`config.mk`:
```
export PLATFORM = sky130hd
export DESIGN_NAME = phase_lock_qualifier
export DESIGN_NICKNAME = d
export VERILOG_FILES = /design/src/rtl/plq_pkg.sv /design/src/rtl/plq_mag_cmp.sv /design/src/rtl/plq_run_cnt.sv /design/src/rtl/phase_lock_qualifier.sv
export SDC_FILE = /design/constraint.sdc
export NUM_CORES = 1
export LEC_CHECK = 0
export BUFFER_PORTS_ARGS = -buffer_cell sky130_fd_sc_hd__buf_2
export CAP_MARGIN = 20
export CORE_AREA = 2 2 39 41
export DETAILED_ROUTE_END_ITERATION = 8
export DIE_AREA = 0 0 41 43
export HOLD_SLACK_MARGIN = 0.1
export PLACE_DENSITY = 0.67
export REMOVE_ABC_BUFFERS = 1
export SYNTH_ARGS = -nofsm -noshare
export SYNTH_HDL_FRONTEND = slang
export SYNTH_SLANG_ARGS = --single-unit
```
`constraint.sdc`:
```
create_clock -name clk_i -period 2.92 [get_ports clk_i]
set_clock_uncertainty 0.15 [all_clocks]
set_input_delay 0.292 -clock clk_i [delete_from_list [all_inputs] [get_ports clk_i]]
set_output_delay 0.292 -clock clk_i [all_outputs]
set_load 0.005 [all_outputs]
```
`src/rtl/plq_pkg.sv`:
```
package plq_pkg;
  // Per-cycle action taken by the run counter
  typedef enum logic [1:0] {
    EV_IDLE   = 2'd0,  // no sample this cycle
    EV_STEP   = 2'd1,  // qualifying sample, counter steps down
    EV_HOLD   = 2'd2,  // qualifying sample while already at zero
    EV_RELOAD = 2'd3   // large sample, counter re-triggered
  } run_ev_t;
endpackage

```
`src/rtl/plq_mag_cmp.sv`:
```
module plq_mag_cmp #(
  parameter int unsigned ERR_W = 16,
  parameter int unsigned LIMIT = 100
) (
  input  logic signed [ERR_W-1:0] err_i,
  output logic        [ERR_W-1:0] mag_o,
  output logic                    large_o
);
  localparam logic [ERR_W-1:0] NEG_MIN = {1'b1, {(ERR_W-1){1'b0}}};

  // Unsigned magnitude; the most negative code maps to 2^(ERR_W-1) without overflow
  function automatic logic [ERR_W-1:0] abs_mag(input logic signed [ERR_W-1:0] v);
    logic [ERR_W-1:0] r;
    if (v[ERR_W-1]) r = ~v + 1'b1;
    else            r = v;
    return r;
  endfunction

  function automatic logic at_or_over(input logic [ERR_W-1:0] m);
    return ({1'b0, m} >= (ERR_W+1)'(LIMIT));
  endfunction

  assign mag_o   = abs_mag(err_i);
  assign large_o = at_or_over(mag_o);

  // most negative code must be judged large (LIMIT below 2^(ERR_W-1))
  always_comb begin
    if (err_i == NEG_MIN && LIMIT <= (1 << (ERR_W-1)))
      a_negmin_large_r7: assert (large_o);
  end
endmodule

```
`src/rtl/plq_run_cnt.sv`:
```
module plq_run_cnt
  import plq_pkg::*;
#(
  parameter int unsigned RUN_LEN = 5,
  localparam int unsigned CNT_W  = $clog2(RUN_LEN + 1)
) (
  input  logic             clk_i,
  input  logic             rst_ni,
  input  logic             stb_i,
  input  logic             large_i,
  output logic [CNT_W-1:0] cnt_o,
  output run_ev_t          ev_o,
  output logic             lock_o
);
  localparam logic [CNT_W-1:0] START = CNT_W'(RUN_LEN);

  logic [CNT_W-1:0] cnt_q;
  logic [CNT_W-1:0] cnt_d;

  always_comb begin
    if (!stb_i)             ev_o = EV_IDLE;
    else if (large_i)       ev_o = EV_RELOAD;
    else if (cnt_q == '0)   ev_o = EV_HOLD;
    else                    ev_o = EV_STEP;
  end

  always_comb begin
    unique case (ev_o)
      EV_RELOAD: cnt_d = START;
      EV_STEP:   cnt_d = cnt_q - 1'b1;
      default:   cnt_d = cnt_q;
    endcase
  end

  always_ff @(posedge clk_i) begin
    if (!rst_ni) cnt_q <= START;
    else         cnt_q <= cnt_d;
  end

  assign cnt_o  = cnt_q;
  assign lock_o = (cnt_q == '0);

  p_step_down_r3: assert property (@(posedge clk_i) disable iff (!rst_ni)
    (stb_i && !large_i && cnt_q != '0) |=> (cnt_q == $past(cnt_q) - 1'b1));
  p_reload_r4: assert property (@(posedge clk_i) disable iff (!rst_ni)
    (stb_i && large_i) |=> (cnt_q == START && !lock_o));
  p_idle_stable_r5: assert property (@(posedge clk_i) disable iff (!rst_ni)
    !stb_i |=> ($stable(cnt_q) && $stable(lock_o)));
  p_no_wrap_r6: assert property (@(posedge clk_i) disable iff (!rst_ni)
    (lock_o && stb_i && !large_i) |=> lock_o);
  p_in_range_r1: assert property (@(posedge clk_i) disable iff (!rst_ni)
    cnt_q <= START);
endmodule

```
`src/rtl/phase_lock_qualifier.sv`:
```
module phase_lock_qualifier
  import plq_pkg::*;
#(
  parameter int unsigned ERR_W   = 16,
  parameter int unsigned LIMIT   = 100,
  parameter int unsigned RUN_LEN = 5,
  localparam int unsigned CNT_W  = $clog2(RUN_LEN + 1)
) (
  input  logic                    clk_i,
  input  logic                    rst_ni,
  input  logic signed [ERR_W-1:0] err_i,
  input  logic                    err_stb_i,
  output logic                    lock_o
);
  logic [ERR_W-1:0] err_mag;
  logic             err_large;
  logic [CNT_W-1:0] run_cnt;
  run_ev_t          run_ev;
  logic             lock_w;

  plq_mag_cmp #(.ERR_W(ERR_W), .LIMIT(LIMIT)) u_cmp (
    .err_i   (err_i),
    .mag_o   (err_mag),
    .large_o (err_large)
  );

  plq_run_cnt #(.RUN_LEN(RUN_LEN)) u_cnt (
    .clk_i   (clk_i),
    .rst_ni  (rst_ni),
    .stb_i   (err_stb_i),
    .large_i (err_large),
    .cnt_o   (run_cnt),
    .ev_o    (run_ev),
    .lock_o  (lock_w)
  );

  assign lock_o = lock_w;

  // the cycle after reset release starts unlocked
  p_reset_unlocked_r1: assert property (@(posedge clk_i)
    !rst_ni |=> !lock_o);
  // lock can only rise on a qualifying strobe
  p_lock_rise_r3: assert property (@(posedge clk_i) disable iff (!rst_ni)
    $rose(lock_o) |-> ($past(run_ev) == EV_STEP));
  // a large strobed sample always leaves the block unlocked
  p_large_unlocks_r2: assert property (@(posedge clk_i) disable iff (!rst_ni)
    (err_stb_i && err_mag >= ERR_W'(LIMIT)) |=> !lock_o);
endmodule

```
* After elaboration in Yosys (flattened, before gate mapping) *
Cells that the tools add are included.

operators by class
  add/sub/neg operators = 2
  magnitude comparators = 1
  equality and inequality tests = 2
  muxes and demuxes = 5
  bitwise gates (word level) = 1
  reduce and logical (&&, ||, !) cells = 2

operators by type and width
  kind                                                                     number
  16-bit by 1-bit adder with 16-bit output (second input constant)         1
  16-bit by 7-bit >= comparator with 1-bit output (second input constant)  1
  16-bit two-way mux                                                       1
  16-bit NOT                                                               1
  2-bit two-way mux                                                        3
  3-bit case mux with 2 select lines                                       1
  3-bit zero test                                                          1
  3-bit by 1-bit subtractor with 3-bit output (second input constant)      1
  2-bit by 1-bit equality test with 1-bit output (second input constant)   1
  2-bit equality test (second input constant)                              1
  2-bit nonzero test                                                       1

word-level totals
  register bits after elaboration = 3
  input port bits = 19
  output and inout port bits = 1
  word-level logic and storage cells = 14

* Longest topological paths before layout *
Gate-level depths: netlist (run 1).

  depth after elaboration = 8
  gate-level depth with buffers = 7
  gate-level depth less buffers = 6

* Hierarchy *
From an unflattened synthesis (run 1), not the netlist that was laid out.

unflattened totals
  cell total of the unflattened synthesis = 94
  area total of the unflattened synthesis = 693.2 µm²

by module, submodules not included
  module       times used  cells each  area each (µm²)
  plq_mag_cmp  1           73          518.0
  plq_run_cnt  1           21          175.2

* Worst setup path after synthesis (run 1) *
OpenSTA, ideal clock, no wires.

  path type = input-to-reg
  from = in err_i[5]
  to = reg u_cnt.cnt_q[1] (netlist: u_cnt.cnt_o[1])
  library setup time = 123 ps
  arrival time = 2087 ps
  required time = 2647 ps
  setup slack = 560 ps
  cell stages on the path = 6
  buffers on the path = 0
  cell sequence = or4_4 or4_1 o211ai_1 or4_4 nor3_1 a311o_2

between the ends
  cells in the longest elaborated chain, start to end = 8
  elaborated cells between the ends (all ways) = 10
  classes of those cells = 1 x add/sub; 1 x order compare; 2 x eq/ne; 4 x mux; 1 x bitwise; 1 x reduce/logical

ends and longest elaborated chain
  element                                                                                RTL line                    RTL
  from (decl)                                                                            phase_lock_qualifier.sv:11  input logic signed [ERR_W-1:0] err_i,
  16-bit NOT                                                                             plq_mag_cmp.sv:14           if (v[ERR_W-1]) r = ~v + 1'b1;
  16-bit by 1-bit adder with 16-bit output                                               plq_mag_cmp.sv:14
  16-bit two-way mux (*)                                                                 plq_mag_cmp.sv:14
  16-bit by 7-bit >= comparator with 1-bit output (*)                                    plq_mag_cmp.sv:20           return ({1'b0, m} >= (ERR_W+1)'(LIMIT));
  2-bit two-way mux (*)                                                                  plq_run_cnt.sv:22           else if (large_i) ev_o = EV_RELOAD;
  2-bit two-way mux (*)                                                                  plq_run_cnt.sv:21           if (!stb_i) ev_o = EV_IDLE;
  2-bit by 1-bit equality test with 1-bit output or 2-bit equality test (tied branches)  plq_run_cnt.sv:28           unique case (ev_o)
  3-bit case mux with 2 select lines or 2-bit nonzero test (tied branches)               -
  to (signal assigned)                                                                   plq_run_cnt.sv:37           else cnt_q <= cnt_d;
  to (decl)                                                                              plq_run_cnt.sv:17           logic [CNT_W-1:0] cnt_q;

Mark *: on every way between the ends. The rest lies on a longest branch, timed or not.
A chain may end at the register's enable or synchronous reset.

* Final worst setup path (run 1) *
Same ends and word-level chain as after synthesis.

==> impl_metrics.tcl, run 1 <==
set metrics [dict create \
    status "finished clean" \
    portBuffers 19 \
    yosys.cell_types.count 33 \
    synth_area_leaders "dfxtp_1 11%, nor3_1 8.5%, nor3b_1 5.7%" \
    synth.ff_latch_count 3 \
    antenna_left 0 \
    syn_area_per_cell_um2 7.45 \
    grt_max_degree 12 \
    post_cts_buffers 0 \
    hold_viol_final 0 \
    start_kind "input pin" \
    clockRootBuffer "clkbuf_4" \
    synth_area_leader_cell "dfxtp_1" \
    htree_levels 1 \
    clock.fmax_mhz 426 \
    hpwl_um 1160 \
    clock_path_buffers 2 \
    cp_slowest_stage_delay_ns 0.58 \
    grt_overflow 0 \
    place_ws_ns 0.350 \
    fin_ws_ns 0.574 \
    die_w_um 41 \
    avgViaCountPerCell 6.41 \
    drt_wl_total_um 1450 \
    core_mm2 0.00138 \
    rsz0062_at_grt "false" \
    synthMuxAreaShare_pct 0 \
    netlist_instances 71 \
    slew_headroom_pct 67.4 \
    cp.required_ns 2.89 \
    finalCriticalPeriod_ns 2.35 \
    largest_register_ffs 3 \
    yosysWarnings 0 \
    slowest_stage "or4_4" \
    die_area_mm2 0.00176 \
    synth_top_family_by_area "simple AND/OR/NAND/NOR gates" \
    r2r_slack_ns 1.30 \
    finalMaxSlewViolations 0 \
    worstPathCellList "buf_2, or4_4, or4_1, o211ai_1, or4_4, nor3_1, a311o_2" \
    cts_tree "yes" \
    crit_top_cell "or4_4" \
    min_path_type "in -> reg" \
    vias 712 \
    cp.arrival_ns 2.31 \
    critPathMaxFanout 5 \
    synthSimpleGateAreaFrac_pct 46.3 \
    wire_per_inst_um 13.0 \
    track_usage_pct 18.8 \
    clock_latency_ns 0.24 \
    synth-xor-area-share_pct 0 \
    fin_setup_tns_ns 0 \
    setup_viol 0 \
    layout-drive-gt1-share_pct 31.6 \
    cts_buffers 3 \
    final_cell_mix "19 x buf_2, 9 x nor3_1, 5 x inv_1, 5 x nor2_1, 5 x nand3_1" \
    period_share_pct 80.3 \
    first_pass_iters 4 \
    antenna_found_initial 0 \
    antennaDiodeCount 0 \
    drcViolationCount 0 \
    syn2layout_area_growth_pct 28.8 \
    place_congestion 0.775 \
    synthAdderAreaFrac_pct 4.73 \
    final_common_cell "buf_2" \
    nets 117 \
    p_per_area_mw_per_mm2 252 \
    clock-sinks 3 \
    ys_seq_area_share_pct 11.3 \
    cap_violations 0 \
    grt_pass1_wl_um 2300 \
    drt_iter0_drc 12 \
    p_leak_nw 0.258 \
    clk_pin_slew_ns 0.04 \
    synth_compound_area_share_pct 33.3 \
    io_pins 20 \
    tightest_slew_ns 0.484 \
    critPathKind "in -> reg" \
    rows 14 \
    initial_core_util_pct 38.2 \
    ir_drop_v 0.000194 \
    fp.dieH_um 43 \
    hold_buffers 0 \
    syn_area_um2 529 \
    grt_pass1_vias 591 \
    cts_resized 0 \
    cp-end-kind "flip-flop" \
    synth_top_area_share_pct 11.3 \
]
[final timing paths]
check                                    from                          end  cells after the start
setup / recovery                     err_i[5]  u_cnt.cnt_o[1]$_SDFFE_PN0P_                      7
hold / removal                         rst_ni  u_cnt.cnt_o[2]$_SDFFE_PN1P_                      2
setup reg to reg  u_cnt.cnt_o[0]$_SDFFE_PN1P_  u_cnt.cnt_o[1]$_SDFFE_PN0P_                      5
hold reg to reg   u_cnt.cnt_o[2]$_SDFFE_PN1P_  u_cnt.cnt_o[2]$_SDFFE_PN1P_                      2
[final cells by class]
class,instances,area [µm²]
fillers,147,702
multi-input cells,62,447
repair buffers,21,110
flip-flops and latches,3,60.1
clock buffers,4,26.3
well taps,16,20.0
inverters,5,18.8
[per-layer routing]
metal | global-route usage, % | up-vias | part of all wire, %
li1 | - | 347 | -
met2 | 30.0 | 31 | 51
met4 | 12.0 | 0 | 2.0
met1 | 20.3 | 326 | 40
met3 | 5.24 | 8 | 7.5
met5 | 0 | - | 0
[worst max-delay path, delay by kind of cell]
kind / cells / cell delay [ns]
AND/OR/NAND/NOR: 4 / 1.33
AO/OA/AOI/OAI: 2 / 0.58
buffers and inverters: 1 / 0.12
[synth_stat cells]
master,n
a311o_2,1
dfxtp_1,3
o211a_1,1
nand2_1,3
inv_1,5
nor4_2,1
or3_1,2
o221ai_1,1
o41ai_2,1
nor3b_1,4
o21a_1,1
a2111oi_0,1
nor4_1,4
nor2_1,5
o41ai_1,1
o211ai_1,2
a31oi_1,2
nand4b_1,1
or4_4,2
o311ai_0,1
nand3_1,5
a221oi_1,1
o21ai_0,1
nor2b_1,2
clkbuf_1,1
a21oi_1,2
nor3_1,9
a2111oi_4,1
a41oi_1,1
o2111ai_1,1
or4_1,2
and3_1,1
ha_1,2
[where the power goes]
part | switching, mW | internal, mW | total (mW) | leakage, nW
logic | 0.0326 | 0.0228 | 0.0555 | 0.219
registers | 0.0000367 | 0.0412 | 0.0413 | 0.0242
clock network | 0.0236 | 0.0514 | 0.0750 | 0.0150
total | 0.0563 | 0.115 | 0.172 | 0.258
[through the flow]
| stage | hold slack [ns] | utilization [%] | area, µm² | power, mW | std cells |
|---|---|---|---|---|---|
| after global routing | 0.138 | 49.3 | 682 | 0.182 | 111 |
| after CTS | 0.125 | 49.3 | 682 | 0.174 | 111 |
| after detailed placement | 0.346 | 47.4 | 656 | 0.0963 | 107 |
| after floorplan | 0.214 | - | 526 | 0.0658 | 70 |
| final | 0.132 | 49.3 | 682 | 0.172 | 111 |
| after global placement | 0.331 | 47.4 | 656 | 0.0958 | 107 |
[cells by family after synthesis]
| kind of cell | count (synthesis) |
|---|---|
| buffers and inverters | 6 |
| AND/OR/NAND/NOR | 41 |
| AO/OA/AOI/OAI | 19 |
| adder cells (fa/ha/maj) | 2 |
| flip-flops | 3 |
No activity file was read; power rests on OpenSTA's default activity.
==> inputs of run 2 (changes only) <==
--- a/config.mk
+++ b/config.mk
@@ -5,13 +5,14 @@
 export SDC_FILE = /design/constraint.sdc
 export NUM_CORES = 1
 export LEC_CHECK = 0
+export ABC_AREA = 1
 export BUFFER_PORTS_ARGS = -buffer_cell sky130_fd_sc_hd__buf_2
 export CAP_MARGIN = 20
-export CORE_AREA = 2 2 39 41
+export CORE_AREA = 2 2 43 45
 export DETAILED_ROUTE_END_ITERATION = 8
-export DIE_AREA = 0 0 41 43
+export DIE_AREA = 0 0 45 47
 export HOLD_SLACK_MARGIN = 0.1
-export PLACE_DENSITY = 0.67
+export PLACE_DENSITY = 0.72
 export REMOVE_ABC_BUFFERS = 1
 export SYNTH_ARGS = -nofsm -noshare
 export SYNTH_HDL_FRONTEND = slang
==> constraint.sdc (replaced) <==
create_clock -name clk_i -period 2.4 [get_ports clk_i]
set_clock_uncertainty 0.15 [all_clocks]
set_input_delay 0.24 -clock clk_i [delete_from_list [all_inputs] [get_ports clk_i]]
set_output_delay 0.24 -clock clk_i [all_outputs]
set_load 0.005 [all_outputs]
==> run 2 against run 1 <==
Worst hold slack better by 0.022 ns. Global-route usage decreased by 0.22 points. Register-to-register slack got worse by 0.27 ns. Final cell count rose by 74%. Design area is 31% higher. Combinational power is 100% higher. Critical endpoint is now u_cnt.cnt_o[2]$_SDFFE_PN1P_. Largest power group is now combinational cells.
==> impl_metrics.tcl, run 2 <==
set metrics [dict create \
    critPathKind "in -> reg" \
    ir_drop_v 0.000259 \
    place_congestion 0.895 \
    antennaDiodeCount 0 \
    period_share_pct 72.2 \
    synth_commonest_cells "54 x nand2_1, 25 x inv_1, 24 x nor2_1" \
    status "finished clean" \
    clock.fmax_mhz 577 \
    track_usage_pct 18.6 \
    syn_area_per_cell_um2 4.97 \
    crit_path_end "u_cnt.cnt_o[2]$_SDFFE_PN1P_" \
    drt_iter0_drc 28 \
    setup_viol 0 \
    final_cell_mix "54 x nand2_1, 25 x inv_1, 24 x nor2_1" \
    yosys.cell_types.count 19 \
    grt_pass1_vias 764 \
    crit_start "err_i[15]" \
    synth.most_common_cell "nand2_1" \
    worstReg2RegEnd "u_cnt.cnt_o[1]$_SDFFE_PN0P_" \
    cts_tree "yes" \
    synth_edf_count 0 \
    cts_buffers 3 \
    p_per_area_mw_per_mm2 282 \
    hold_viol_final 0 \
    first_pass_iters 8 \
    htree_levels 1 \
    fin_setup_tns_ns 0 \
    clock_latency_ns 0.23 \
    core_mm2 0.00165 \
    tightest_slew_ns 0.346 \
    cap_violations 0 \
    nets 198 \
    syn2layout_area_growth_pct 17.0 \
    grt_max_degree 21 \
    cp.required_ns 2.37 \
    avgViaCountPerCell 5.17 \
    synthArstFlopShare_pct 0 \
    rows 15 \
    holdWs_ns 0.154 \
    layout-drive-gt1-share_pct 18.2 \
    grt_overflow 0 \
    ys_seq_area_share_pct 7.84 \
    p_leak_nw 0.539 \
    largest_register_ffs 3 \
    synth_top_area_share_pct 26.5 \
    clock_path_buffers 2 \
    portBuffers 19 \
    start_kind "input pin" \
    vias 997 \
    r2r_slack_ns 1.03 \
    hpwl_um 1550 \
    synth_area_leaders "nand2_1 26%, nand3_1 12%, inv_1 12%" \
    finalCriticalPeriod_ns 1.73 \
    clockRootBuffer "clkbuf_4" \
    wire_per_inst_um 9.85 \
    yosysWarnings 0 \
    die_area_mm2 0.00212 \
    slew_headroom_pct 76.9 \
    io_pins 20 \
    die_w_um 45 \
    fp.dieH_um 47 \
    yosys_most_used_dff "dfxtp_1" \
    netlist_instances 154 \
    min_path_type "in -> reg" \
    finalMaxSlewViolations 0 \
    critPathMaxFanout 20 \
    cts_resized 0 \
    rsz0062_at_grt "false" \
    r2r_start "u_cnt.cnt_o[0]$_SDFFE_PN1P_" \
    syn_area_um2 766 \
    grt_pass1_wl_um 2940 \
    antenna_left 0 \
    clk_pin_slew_ns 0.03 \
    rr_worst_depth 7 \
    synth_area_leader_cell "nand2_1" \
    drcViolationCount 0 \
    cp.arrival_ns 1.70 \
    clock-sinks 3 \
    cp-end-kind "flip-flop" \
    synth.ff_latch_count 3 \
    drt_wl_total_um 1900 \
    antenna_found_initial 0 \
    initial_core_util_pct 46.4 \
    final_common_cell "nand2_1" \
]
run 2: what timing repair did:
| action | CTS | global route |
|---|---|---|
| hold buffers | 1 | 0 |
| buffers inserted | 0 | 0 |
| hold endpoints to repair | 2 | 0 |
run 2: cells by family after synthesis:
logic type                 share of synthesized area [%]
and+or+nand+nor                                     66.2
buffers and inverters                               15.2
AOI/OAI and AO/OA                                   5.23
DFF                                                 7.84
xor gates and xnor gates                            2.29
adders and majority gates                           3.27
run 2: power by group:
part / switching [mW] / total, mW / internal [mW] / leakage [nW]
sequential: 0.00115 / 0.0530 / 0.0518 / 0.0245
clock: 0.0251 / 0.0874 / 0.0622 / 0.0150
combinational: 0.0699 / 0.112 / 0.0421 / 0.499
run 2: area by class of cell:
cell class                 count  area, µm²
clock buffer                   4       26.3
fill                         190        756
inverter                      25       93.8
multi-input combinational    124        589
sequential                     3       60.1
tap                           17       21.3
timing repair buffer          20        105
run 2: how the worst min path moves through the flow:
| stage | start | to | slack (ns) | cells past startpoint |
|---|---|---|---|---|
| finish | err_stb_i | u_cnt.cnt_o[0]$_SDFFE_PN1P_ | 0.15 | 3 |
| global route | err_stb_i | u_cnt.cnt_o[0]$_SDFFE_PN1P_ | 0.18 | 3 |
| CTS | err_stb_i | u_cnt.cnt_o[0]$_SDFFE_PN1P_ | 0.16 | 3 |
| detailed placement | rst_ni | u_cnt.cnt_o[2]$_SDFFE_PN1P_ | 0.31 | 2 |
| global placement | rst_ni | u_cnt.cnt_o[2]$_SDFFE_PN1P_ | 0.30 | 2 |
| floorplan | rst_ni | u_cnt.cnt_o[2]$_SDFFE_PN1P_ | 0.17 | 1 |
run 2: critical path: stages:
cell	delay [ns]
buf_2	0.30
inv_1	0.12
o21ai_0	0.24
nand2_1	0.07
a21oi_1	0.12
nor2_1	0.06
nor2_1	0.08
nand2_1	0.05
nor2_1	0.15
nand4_1	0.12
nand2_1	0.08
nand3_1	0.06
run 2: metal layers:
metal,track usage [%],up-vias,part of all wire [%]
li1,-,529,-
met3,2.31,4,4.7
met5,0,-,0
met4,4.12,0,0.74
met2,33.4,37,48
met1,23.6,427,47
run 2: per-stage QoR:
| stage | power [mW] | std cells | utilization [%] | area [µm²] | setup WS, ns |
|---|---|---|---|---|---|
| after detailed placement | 0.163 | 188 | 52.0 | 860 | 0.447 |
| final | 0.252 | 193 | 54.2 | 896 | 0.667 |
| after CTS | 0.253 | 193 | 54.2 | 896 | 0.679 |
| after global placement | 0.161 | 188 | 52.0 | 860 | 0.541 |
| after floorplan | 0.121 | 152 | - | 743 | 0.931 |
| after global routing | 0.274 | 193 | 54.2 | 896 | 0.482 |
==> inputs of run 3 (changes only) <==
==> constraint.sdc (replaced) <==
create_clock -name clk_i -period 1.6 [get_ports clk_i]
set_clock_uncertainty 0.15 [all_clocks]
set_input_delay 0.16 -clock clk_i [delete_from_list [all_inputs] [get_ports clk_i]]
set_output_delay 0.16 -clock clk_i [all_outputs]
set_load 0.005 [all_outputs]
==> run 3 against run 2 <==
First-iteration DRC count is 32% higher. Routed wire length is 16% higher. Sequential power is 50% higher. Sequential share of layout area is 1.0 points lower. Utilization is 9.5 points higher. Flip-flop and latch count stayed put. Clock power is 51% higher. Worst hold slack better by 0.17 ns. Register-to-register slack worse by 0.82 ns. Largest cell class unchanged. Largest power group unchanged.
==> impl_metrics.tcl, run 3 (synthesis gave the netlist of run 2 again) <==
set metrics [dict create \
    status "finished clean" \
    die_area_mm2 0.00212 \
    drt_iter0_drc 37 \
    cp.arrival_ns 1.48 \
    place_ws_ns -0.154 \
    initial_core_util_pct 46.4 \
    finalMaxSlewViolations 0 \
    clock_path_buffers 2 \
    cp_slowest_stage_delay_ns 0.17 \
    grt_pass1_wl_um 3240 \
    cts_tree "yes" \
    dp_cells 202 \
    finalInstanceArea_mm2 0.00105 \
    hold_viol_final 0 \
    use_met3_pct 2.31 \
    hpwl_um 1800 \
    ir_drop_v 0.000411 \
    nets 213 \
    cp-end-kind "flip-flop" \
    avgViaCountPerCell 5.20 \
    seq_power_share_pct 18.9 \
    drcViolationCount 0 \
    fp.dieH_um 47 \
    track_usage_pct 20.4 \
    p_clk_share_pct 31.3 \
    clock.fmax_mhz 664 \
    finalCriticalPeriod_ns 1.51 \
    slowest_stage "nor2_4" \
    crit_top_cell "nand2_1" \
    rows 15 \
    drt_wl_total_um 2210 \
    grt_pass1_vias 865 \
    use_met1_pct 24.9 \
    instances_no_fill 208 \
    syn2layout_area_growth_pct 37.6 \
    fin_ws_ns 0.0947 \
    p_leak_nw 0.622 \
    path_delay_family "simple AND/OR/NAND/NOR gates" \
    gr-max-usage-layer "met2" \
    start_kind "input pin" \
    cap_violations 0 \
    grt_overflow 0 \
    critPathMaxFanout 5 \
    rsz0062_at_grt "true" \
    vias 1081 \
    slew_headroom_pct 83.9 \
    die_w_um 45 \
    switching_share_pct 38.2 \
    clock_latency_ns 0.23 \
    antenna_left 0 \
    htree_levels 1 \
    intPower_mw 0.260 \
    layout-drive-gt1-share_pct 29.3 \
    cp.required_ns 1.57 \
    portBuffers 19 \
    path_buf_inv 1 \
    final_cell_mix "51 x nand2_1, 25 x inv_1, 19 x nand3_1, 19 x buf_2, 17 x nor2_1" \
    critPathKind "in -> reg" \
    p_per_area_mw_per_mm2 399 \
    period_share_pct 94.1 \
    met2_usage_pct 36.9 \
    first_pass_iters 4 \
    io_pins 20 \
    wire_per_inst_um 10.6 \
    antenna_found_initial 0 \
    antennaDiodeCount 0 \
    worstPathCellList "buf_2, nor2_4, nand3_1, nand2_2, nand3_1, nand2_1, nand4_1, nor2_1, nand2_1, nand2_2, nand2_1, nand2_1, nand3_1" \
    largest_register_ffs 3 \
    min_path_type "reg -> reg" \
    place_area_um2 965 \
    cts_buffers 3 \
    tightest_slew_ns 0.239 \
    final_common_cell "nand2_1" \
    setup_viol 0 \
    clockRootBuffer "clkbuf_4" \
    grt_max_degree 10 \
    clock-sinks 3 \
    switching_power_mw 0.161 \
    clk_pin_slew_ns 0.04 \
    core_mm2 0.00165 \
    combPwrFrac_pct 49.8 \
    place_congestion 0.912 \
]
run 3: cell types whose count changed in the layout (fill, tap and decap cells not counted), sizes merged:
cell,delta
dlygate4sd3,+1
buf,+14
run 3: final cells by class:
type / count / area, µm²
inverters: 25 / 93.8
fillers: 172 / 598
multi-input cells: 124 / 632
flip-flops and latches: 3 / 60.1
clock buffers: 4 / 26.3
repair buffers: 35 / 220
well taps: 17 / 21.3
run 3: layer usage:
metal | vias up | wire [µm] | part of all wire (%)
met5 | - | 0 | 0
met4 | 0 | 36 | 1.6
met3 | 6 | 126 | 5.7
met2 | 39 | 1120 | 50
met1 | 482 | 933 | 42
li1 | 554 | - | -
run 3: through the flow:
stage,hold slack [ns],power (mW),TNS [ns],util [%]
global route,0.343,0.451,-0.0595,63.8
global placement,0.222,0.266,-0.208,58.4
finish,0.326,0.421,0,63.8
CTS,0.329,0.410,0,61.2
floorplan,0.0941,0.182,0,-
detailed placement,0.224,0.272,-0.289,58.4
run 3: tightest hold or removal path, delay by kind of cell, from the launching register on:
kind / cells / cell delay [ns]
DFF: 1 / 0.31
and+or+nand+nor: 1 / 0.08
AOI/OAI and AO/OA: 1 / 0.04
run 3: path summary, 6_finish.rpt:
path         slack [ns]                         from                           to  cells after the start
min                0.33  u_cnt.cnt_o[1]$_SDFFE_PN0P_  u_cnt.cnt_o[1]$_SDFFE_PN0P_                      2
max                0.09                     err_i[1]  u_cnt.cnt_o[2]$_SDFFE_PN1P_                     13
max reg2reg        0.21  u_cnt.cnt_o[0]$_SDFFE_PN1P_  u_cnt.cnt_o[1]$_SDFFE_PN0P_                      7
min reg2reg        0.33  u_cnt.cnt_o[1]$_SDFFE_PN0P_  u_cnt.cnt_o[1]$_SDFFE_PN0P_                      2
run 3: timing repair:
| action | in CTS | in global routing |
|---|---|---|
| endpoints found under the setup margin | 0 | 2 |
| gates resized for setup | 0 | 13 |
| hold endpoints to repair | 3 | 0 |
| hold buffers | 2 | 0 |
| setup buffers | 0 | 0 |
run 3: power groups by stage:
stage | clock [mW] | combinational, mW | sequential [mW]
2_1_floorplan | 0 | 0.102 | 0.0803
3_3_place_gp | 0 | 0.185 | 0.0807
3_5_place_dp | 0 | 0.192 | 0.0807
4_1_cts | 0.134 | 0.196 | 0.0796
5_1_grt | 0.139 | 0.232 | 0.0798
6_report | 0.132 | 0.209 | 0.0796
